<file path="config.mk">
export PLATFORM = sky130hd
export DESIGN_NAME = dpll_mode_ctrl
export DESIGN_NICKNAME = d
export VERILOG_FILES = /design/src/rtl/dpll_mode_pkg.sv /design/src/rtl/dpll_mode_fsm.sv /design/src/rtl/dpll_hold_avg.sv /design/src/rtl/dpll_loss_sticky.sv /design/src/rtl/dpll_mode_ctrl.sv
export SDC_FILE = /design/constraint.sdc
export NUM_CORES = 1
export LEC_CHECK = 0
export BUFFER_PORTS_ARGS = -buffer_cell sky130_fd_sc_hd__buf_2
export CAP_MARGIN = 20
export CORE_UTILIZATION = 40
export DETAILED_ROUTE_END_ITERATION = 8
export PLACE_DENSITY = 0.64
export SLEW_MARGIN = 20
export SYNTH_ARGS = -nofsm -noshare
export SYNTH_HDL_FRONTEND = slang
export SYNTH_SLANG_ARGS = --single-unit
</file>
<file path="constraint.sdc">
create_clock -name clk_i -period 5 [get_ports clk_i]
set_clock_uncertainty 0.05 [all_clocks]
set_input_delay 0.5 -clock clk_i [delete_from_list [all_inputs] [get_ports clk_i]]
set_output_delay 0.5 -clock clk_i [all_outputs]
set_load 0.005 [all_outputs]
</file>
<file path="src/rtl/dpll_mode_pkg.sv">
package dpll_mode_pkg;
  typedef enum logic [1:0] {
    MODE_FREE = 2'd0,
    MODE_LOCK = 2'd1,
    MODE_HOLD = 2'd2
  } dpll_mode_e;

  typedef enum logic [1:0] {
    FRC_AUTO = 2'd0,
    FRC_FREE = 2'd1,
    FRC_LOCK = 2'd2,
    FRC_HOLD = 2'd3
  } dpll_force_e;

  localparam int unsigned LOSS_N = 3;
endpackage

</file>
<file path="src/rtl/dpll_mode_fsm.sv">
module dpll_mode_fsm
  import dpll_mode_pkg::*;
(
  input  logic       clk_i,
  input  logic       rst_ni,
  input  logic       ref_valid_i,
  input  logic       lock_i,
  input  logic       hist_valid_i,
  input  logic [1:0] force_mode_i,
  output dpll_mode_e mode_o
);
  dpll_mode_e mode_q, mode_d;
  logic       ref_ok;

  assign ref_ok = ref_valid_i & lock_i;

  always_comb begin
    mode_d = mode_q;
    unique case (dpll_force_e'(force_mode_i))
      FRC_FREE: mode_d = MODE_FREE;
      FRC_LOCK: mode_d = MODE_LOCK;
      FRC_HOLD: mode_d = MODE_HOLD;
      default: begin
        unique case (mode_q)
          MODE_FREE, MODE_HOLD: if (ref_ok) mode_d = MODE_LOCK;
          MODE_LOCK: if (!ref_ok) mode_d = hist_valid_i ? MODE_HOLD : MODE_FREE;
          default: mode_d = MODE_FREE;
        endcase
      end
    endcase
  end

  always_ff @(posedge clk_i or negedge rst_ni) begin
    if (!rst_ni) mode_q <= MODE_FREE;
    else         mode_q <= mode_d;
  end

  assign mode_o = mode_q;
endmodule

</file>
<file path="src/rtl/dpll_hold_avg.sv">
module dpll_hold_avg
  import dpll_mode_pkg::*;
#(
  parameter int unsigned FW_W  = 24,
  parameter int unsigned SH_W  = 4,
  parameter int unsigned CNT_W = 8
) (
  input  logic                    clk_i,
  input  logic                    rst_ni,
  input  dpll_mode_e              mode_i,
  input  logic signed [FW_W-1:0]  lf_freq_i,
  input  logic [SH_W-1:0]         avg_shift_i,
  input  logic [CNT_W-1:0]        valid_cnt_i,
  output logic signed [FW_W-1:0]  hist_o,
  output logic                    hist_valid_o
);
  localparam int unsigned DW = FW_W + 1;
  localparam logic [CNT_W-1:0] CNT_MAX = {CNT_W{1'b1}};

  logic signed [FW_W-1:0] hist_q;
  logic [CNT_W-1:0]       cnt_q;
  logic signed [DW-1:0]   diff, step;
  logic signed [DW-1:0]   sum;

  // Step toward the loop word; result stays between old history and input, so no overflow.
  assign diff = DW'(lf_freq_i) - DW'(hist_q);
  assign step = diff >>> avg_shift_i;
  assign sum  = DW'(hist_q) + step;

  always_ff @(posedge clk_i or negedge rst_ni) begin
    if (!rst_ni) begin
      hist_q <= '0;
      cnt_q  <= '0;
    end else if (mode_i == MODE_FREE) begin
      hist_q <= '0;
      cnt_q  <= '0;
    end else if (mode_i == MODE_LOCK) begin
      hist_q <= (cnt_q == '0) ? lf_freq_i : sum[FW_W-1:0];
      if (cnt_q != CNT_MAX) cnt_q <= cnt_q + 1'b1;
    end
  end

  assign hist_o       = hist_q;
  assign hist_valid_o = (cnt_q != '0) && (cnt_q >= valid_cnt_i);
endmodule

</file>
<file path="src/rtl/dpll_loss_sticky.sv">
module dpll_loss_sticky #(
  parameter int unsigned N = 3
) (
  input  logic         clk_i,
  input  logic         rst_ni,
  input  logic [N-1:0] evt_i,
  input  logic [N-1:0] clr_i,
  output logic [N-1:0] flag_o
);
  for (genvar k = 0; k < N; k++) begin : g_bit
    logic flag_q;
    always_ff @(posedge clk_i or negedge rst_ni) begin
      if (!rst_ni)       flag_q <= 1'b0;
      else if (evt_i[k]) flag_q <= 1'b1;
      else if (clr_i[k]) flag_q <= 1'b0;
    end
    assign flag_o[k] = flag_q;
  end
endmodule

</file>
<file path="src/rtl/dpll_mode_ctrl.sv">
module dpll_mode_ctrl
  import dpll_mode_pkg::*;
#(
  parameter int unsigned FW_W  = 24,
  parameter int unsigned SH_W  = 4,
  parameter int unsigned CNT_W = 8
) (
  input  logic                   clk_i,
  input  logic                   rst_ni,
  input  logic signed [FW_W-1:0] lf_freq_i,
  input  logic                   ref_valid_i,
  input  logic                   lock_i,
  input  logic [SH_W-1:0]        avg_shift_i,
  input  logic [CNT_W-1:0]       valid_cnt_i,
  input  logic [1:0]             force_mode_i,
  input  logic [LOSS_N-1:0]      loss_evt_i,
  input  logic [LOSS_N-1:0]      loss_clr_i,
  output logic [1:0]             mode_o,
  output logic signed [FW_W-1:0] freq_o,
  output logic                   hist_valid_o,
  output logic [LOSS_N-1:0]      loss_sticky_o
);
  dpll_mode_e             mode;
  logic signed [FW_W-1:0] hist;
  logic                   hist_valid;

  dpll_mode_fsm u_fsm (
    .clk_i        (clk_i),
    .rst_ni       (rst_ni),
    .ref_valid_i  (ref_valid_i),
    .lock_i       (lock_i),
    .hist_valid_i (hist_valid),
    .force_mode_i (force_mode_i),
    .mode_o       (mode)
  );

  dpll_hold_avg #(.FW_W(FW_W), .SH_W(SH_W), .CNT_W(CNT_W)) u_avg (
    .clk_i        (clk_i),
    .rst_ni       (rst_ni),
    .mode_i       (mode),
    .lf_freq_i    (lf_freq_i),
    .avg_shift_i  (avg_shift_i),
    .valid_cnt_i  (valid_cnt_i),
    .hist_o       (hist),
    .hist_valid_o (hist_valid)
  );

  dpll_loss_sticky #(.N(LOSS_N)) u_loss (
    .clk_i  (clk_i),
    .rst_ni (rst_ni),
    .evt_i  (loss_evt_i),
    .clr_i  (loss_clr_i),
    .flag_o (loss_sticky_o)
  );

  always_comb begin
    unique case (mode)
      MODE_LOCK: freq_o = lf_freq_i;
      MODE_HOLD: freq_o = hist;
      default:   freq_o = '0;
    endcase
  end

  assign mode_o       = mode;
  assign hist_valid_o = hist_valid;
endmodule

</file>
==> flow_summary.json, run 1 <==
{
  "synth_top_area_cell": "dfrtp_1",
  "max_cap_violations": 0,
  "firstDrtPassIters": 7,
  "place_area_sq_mm": 0.00818,
  "die_w_um": 127,
  "hpwl_um": 15900,
  "grt_pass1_vias": 6734,
  "die_h_um": 127,
  "drive_above_1_share_pct": 37.7,
  "min_period_ns": 5.43,
  "gp_congestion": 0.919,
  "min_period_over_period_pct": 109,
  "vdd_drop_max_mv": 0.191,
  "netlist_area_sq_mm": 0.00621,
  "worstPathRequired_ns": 5.14,
  "syn_avg_cell_area_sq_um": 7.66,
  "max_freq_mhz": 184,
  "ys_warn_count": 0,
  "grt_max_degree": 43,
  "antenna_cells": 0,
  "rsz0062_at_grt": "yes",
  "fin_ws_ns": -0.431,
  "port_buffers": 77,
  "place_inst": 1223,
  "num_io_pins": 78,
  "yosysMostFrequentCell": "nor2_1",
  "ys_seq_area_share_pct": 14.9,
  "core_sq_mm": 0.0152,
  "finalHoldViolations": 0,
  "clkTransAtPathRegs_ns": 0.06,
  "num_vias": 7161,
  "die-area_sq_mm": 0.0160,
  "finish.instance_area_sq_mm": 0.00898,
  "rows": 45,
  "synth.distinct_cells": 75,
  "crit_fanout": 2,
  "cp-end-kind": "flop",
  "status": "finished, violations left",
  "ant_nets": 0,
  "wl_per_cell_um": 17.0,
  "cts_sinks": 37,
  "synthFlopType": "dfrtp_1",
  "drv_slew": 0,
  "finalSetupTns_ns": -4.62,
  "tightest_slew_ns": 0.912,
  "area_delta_synth_final_pct": 44.5,
  "drc": 0,
  "yosys-top-cells-count": "77 x nor2_1, 67 x ha_1, 55 x a21oi_1, 55 x inv_1, 50 x nand2_1",
  "clockRootBuffer": "clkbuf_16",
  "p_leak_nw": 4.35,
  "netlist_top_cells_area": "dfrtp_1 15%, ha_1 13%, mux2i_1 6.8%, nor2_1 4.7%, a21oi_1 4.4%",
  "gr-total-overflow": 0,
  "synth_edf_count": 0,
  "antenna_found_initial": 0,
  "ys_ff_latch": 37,
  "grt_first_pass_wirelength_um": 33400,
  "place_worst_setup_slack_ns": -0.883,
  "criticalPathCategory": "flop to flop",
  "relSlewSlack_pct": 39.2,
  "drt-total-wl_um": 21300,
  "drt_iter0_drc": 535,
  "cts_tree": "done",
  "insertion_delay_ns": 0.30,
  "clockBufferDepth": 2,
  "worstPathArrival_ns": 5.58,
  "start_kind": "flop",
  "power_density_mw_per_mm2": 444,
  "htree_levels": 2,
  "synthArstFlopShare_pct": 100,
  "setup_violations": 18,
  "fin_cells": 1253,
  "fill_cells": 1335,
  "syn_inst": 811,
  "hp-class": "primary input to async pin",
  "syn-num-nets": 928,
  "initial_core_util_pct": 40.9,
  "violations": "negative setup slack",
  "synth.top_cell.area_share_pct": 14.9,
  "nNetsFinal": 1181,
  "via_per_inst": 5.72,
  "grt_usage_pct": 25.8,
  "hold-worst-slack_ns": 0.286,
  "numCtsBuffers": 5
}
-- placed cells by master (no fill, tap or decap), types with 6 or more instances in the layout --
| cell | count |
|---|---|
| xor2_1 | 16 |
| a211oi_1 | 13 |
| a21o_1 | 28 |
| nand2_1 | 46 |
| nand3_1 | 17 |
| ha_1 | 58 |
| and3_1 | 7 |
| dfrtp_1 | 37 |
| a21oi_2 | 12 |
| ha_4 | 6 |
| nor2b_1 | 28 |
| a22oi_1 | 26 |
| o21ai_1 | 16 |
| nand2b_1 | 14 |
| buf_2 | 77 |
| o21a_1 | 19 |
| nor3_1 | 12 |
| nor2_1 | 73 |
| xnor2_1 | 17 |
| buf_4 | 208 |
| inv_1 | 52 |
| o21ai_0 | 20 |
| o211ai_1 | 18 |
| o21bai_1 | 8 |
| mux2i_1 | 39 |
| a21oi_1 | 43 |
-- report_power, final --
group | switching [W] | internal [W]
logic | 0.00164 | 0.00162
registers | 0.0000409 | 0.000351
clock network | 0.000133 | 0.000211
-- path summary, 6_finish.rpt --
path,start,depth (start not counted),to,slack [ns]
setup reg to reg,u_avg.hist_o[0]$_DFFE_PN0P_,27,u_avg.hist_o[16]$_DFFE_PN0P_,-0.43
hold reg to reg,u_loss.g_bit[1].flag_q$_DFFE_PN0P_,1,u_loss.g_bit[1].flag_q$_DFFE_PN0P_,0.42
max in group asynchronous,rst_ni,1,u_loss.g_bit[1].flag_q$_DFFE_PN0P_,4.04
min in group clk_i,loss_evt_i[1],2,u_loss.g_bit[1].flag_q$_DFFE_PN0P_,0.33
setup / recovery,u_avg.hist_o[0]$_DFFE_PN0P_,27,u_avg.hist_o[16]$_DFFE_PN0P_,-0.43
hold / removal,rst_ni,1,u_avg.hist_o[0]$_DFFE_PN0P_,0.29
-- repair_timing --
item / in CTS / in global routing
resized for setup: 50 / 52
hold buffers: 0 / 0
pin swaps: 39 / 38
buffers inserted: 14 / 9
endpoints found under the setup margin: 15 / 20
-- cells by family (layout without fill, tap and decap cells) --
family          after synthesis  count (layout)  synth area share (%)
simple gates                243             243                  19.2
fa+ha+maj                    69              69                  14.1
buf+inv                     101             355                  6.30
flops                        37              37                  14.9
xor+xnor                     40              40                  5.64
compound gates              266             266                  29.6
mux                          55              55                  10.2
-- stage by stage --
stage                     utilization (%)  power, W
after floorplan                         -   0.00204
after global placement               53.8   0.00310
after detailed placement             53.8   0.00312
after CTS                            57.1   0.00372
after global routing                 59.1   0.00427
final                                59.1   0.00399
-- registers in the layout (all words and copies together) (netlist names) --
register,cells
u_avg.hist_o,24
u_fsm.mode_o,2
u_loss.g_bit.flag_q,3
u_avg.cnt_q,8
-- worst max-delay path, cell delays in order (launching register included) --
cell and delay (ns):
dfrtp_1 0.40, ha_4 0.15, inv_2 0.03, fa_2 0.33
a21o_1 0.18, a221o_1 0.38, a311oi_4 0.25, buf_4 0.19
o21ai_4 0.06, xnor2_2 0.14, nor2_1 0.09, a21o_1 0.11
inv_1 0.04, mux4_2 0.51, a21oi_2 0.17, ha_2 0.20
inv_2 0.04, fa_2 0.39, nor2b_2 0.14, o21a_1 0.16
o21ai_2 0.09, a21oi_2 0.20, o31ai_4 0.10, and3b_2 0.23
o21bai_1 0.19, xor2_1 0.15, mux2i_1 0.09, a211oi_1 0.27
-- final cells by class --
type	instances	area (sq um)	area share, %
Timing Repair Buffer	290	2010	22.3
Inverter	57	226	2.52
Multi-Input combinational cell	673	5430	60.4
Sequential cell	37	926	10.3
Tap cell	188	235	2.62
Clock inverter	1	5.00	0.0557
Clock buffer	7	153	1.70
-- routing by layer --
metal | part of all wire [%] | vias to the layer above | track usage [%] | routed length (um)
li1 | - | 3465 | - | -
met4 | 2.5 | 0 | 7.87 | 542
met5 | 0 | - | 0 | 0
met2 | 47 | 261 | 42.0 | 9920
met3 | 5.9 | 41 | 1.86 | 1260
met1 | 45 | 3394 | 36.5 | 9540
(Power assumes the default switching activity.)
==> run 2, diff against run 1 <==
PLACE_DENSITY = 0.62   (was 0.64)
SKIP_CTS_REPAIR_TIMING = 1   (was unset)
clock period = 6.49 ns   (was 5 ns; I/O delays follow)
==> flow_summary.json, run 2 (synthesis results as in run 1) <==
{
  "area_delta_synth_final_pct": 10.4,
  "fill_cells": 1591,
  "initial_core_util_pct": 40.9,
  "tightest_slew_ns": 0.974,
  "antenna_cells": 0,
  "status": "complete, no violations",
  "worstPathRequired_ns": 6.64,
  "die_h_um": 127,
  "crit_fanout": 5,
  "ant_nets": 0,
  "finish.instance_area_sq_mm": 0.00686,
  "via_per_inst": 5.86,
  "wl_per_cell_um": 17.2,
  "drv_slew": 0,
  "regToRegSetupSlack_ns": 0.55,
  "vdd_drop_max_mv": 0.126,
  "drive_above_1_share_pct": 13.9,
  "p_leak_nw": 3.19,
  "grt_usage_pct": 22.6,
  "place_area_sq_mm": 0.00671,
  "clkTransAtPathRegs_ns": 0.06,
  "finalSetupTns_ns": 0,
  "gr-total-overflow": 0,
  "clockBufferDepth": 2,
  "power.clock.fraction_pct": 11.4,
  "rsz0062_at_grt": "no",
  "p_comb_share_pct": 73.7,
  "firstDrtPassIters": 5,
  "largest_reg_flops": 24,
  "grt_pass1_vias": 5577,
  "power_w": 0.00218,
  "num_io_pins": 78,
  "criticalPathCategory": "primary input to flop",
  "p_int_w": 0.00109,
  "max_freq_mhz": 167,
  "numCtsBuffers": 5,
  "antenna_found_initial": 0,
  "mostFrequentLayoutCells": "77 x nor2_1, 77 x buf_2, 66 x ha_1",
  "multiInputGateArea_sq_mm": 0.00490,
  "max_cap_violations": 0,
  "die-area_sq_mm": 0.0160,
  "drt-total-wl_um": 18000,
  "net-switching-power_w": 0.00110,
  "start_kind": "primary input",
  "p_sw_share_pct": 50.2,
  "power_density_mw_per_mm2": 318,
  "setup_violations": 0,
  "num_vias": 6130,
  "grt_max_degree": 77,
  "rows": 45,
  "core_sq_mm": 0.0152,
  "relSlewSlack_pct": 35.1,
  "min_period_over_period_pct": 92.5,
  "hpwl_um": 14000,
  "grt_first_pass_wirelength_um": 29000,
  "die_w_um": 127,
  "pwr-share-seq_pct": 14.9,
  "clockRootBuffer": "clkbuf_16",
  "insertion_delay_ns": 0.29,
  "finalHoldViolations": 0,
  "cts_sinks": 37,
  "drt_iter0_drc": 432,
  "nNetsFinal": 974,
  "regArea_sq_um": 926,
  "worstPathArrival_ns": 6.16,
  "gp_congestion": 0.871,
  "cts_tree": "done",
  "port_buffers": 77,
  "min_period_ns": 6.01,
  "hp-class": "primary input to async pin",
  "drc": 0,
  "htree_levels": 2,
  "cp-end-kind": "flop"
}
[run 2: path summary, 6_finish.rpt]
kind,start,to,depth (start not counted)
max,lf_freq_i[0],u_avg.hist_o[20]$_DFFE_PN0P_,26
min,rst_ni,u_avg.hist_o[18]$_DFFE_PN0P_,1
max reg2reg,u_avg.hist_o[10]$_DFFE_PN0P_,u_avg.hist_o[23]$_DFFE_PN0P_,23
min reg2reg,u_loss.g_bit[2].flag_q$_DFFE_PN0P_,u_loss.g_bit[2].flag_q$_DFFE_PN0P_,1
max in group asynchronous,rst_ni,u_avg.hist_o[3]$_DFFE_PN0P_,1
min in group clk_i,u_loss.g_bit[2].flag_q$_DFFE_PN0P_,u_loss.g_bit[2].flag_q$_DFFE_PN0P_,1
[run 2: power by group through the flow]
stage	Combinational (W)	Clock, W	Sequential (W)
after floorplan	0.00123	0	0.000308
after global placement	0.00158	0	0.000329
after detailed placement	0.00159	0	0.000330
after CTS	0.00160	0.000252	0.000325
after global routing	0.00178	0.000260	0.000332
final	0.00161	0.000249	0.000326
[run 2: metal layers]
metal  routed length (um)  track usage, %
met1                 8730            32.4
met2                 8190            36.2
met3                  882            2.61
met4                  172            5.17
met5                    0               0
[run 2: area by class of cell]
type / count / share of cell area, %
Sequential cell: 37 / 13.5
Multi-Input combinational cell: 673 / 71.5
Clock inverter: 3 / 0.328
Tap cell: 188 / 3.43
Clock buffer: 5 / 1.82
Inverter: 57 / 3.12
Timing Repair Buffer: 83 / 6.28
[run 2: through the flow]
step | std cells | util (%) | worst slack [ns] | hold slack [ns]
final | 1046 | 45.1 | 0.484 | 0.424
after global routing | 1046 | 45.1 | 0.0259 | 0.442
after CTS | 1046 | 45.1 | 0.500 | 0.436
after detailed placement | 1038 | 44.1 | 0.223 | 0.422
after global placement | 1038 | 44.1 | 0.266 | 0.411
after floorplan | 811 | - | 0.922 | 0.303
[run 2: critical path, cell delays in order]
cell	delay (ns)
buf_2	0.12
inv_1	0.05
ha_1	0.14
inv_1	0.05
fa_1	0.39
a21o_1	0.19
a221o_1	0.37
a311oi_4	0.42
a31oi_1	0.16
a21oi_2	0.22
xnor2_1	0.15
and2_1	0.19
o22ai_1	0.28
o21a_1	0.18
mux2i_1	0.07
ha_1	0.33
nor2b_1	0.16
o21a_1	0.17
o21ai_0	0.33
a21oi_1	0.16
o31ai_1	0.39
nand4_1	0.18
a41oi_1	0.34
xnor2_1	0.15
mux2i_1	0.08
a211oi_1	0.23
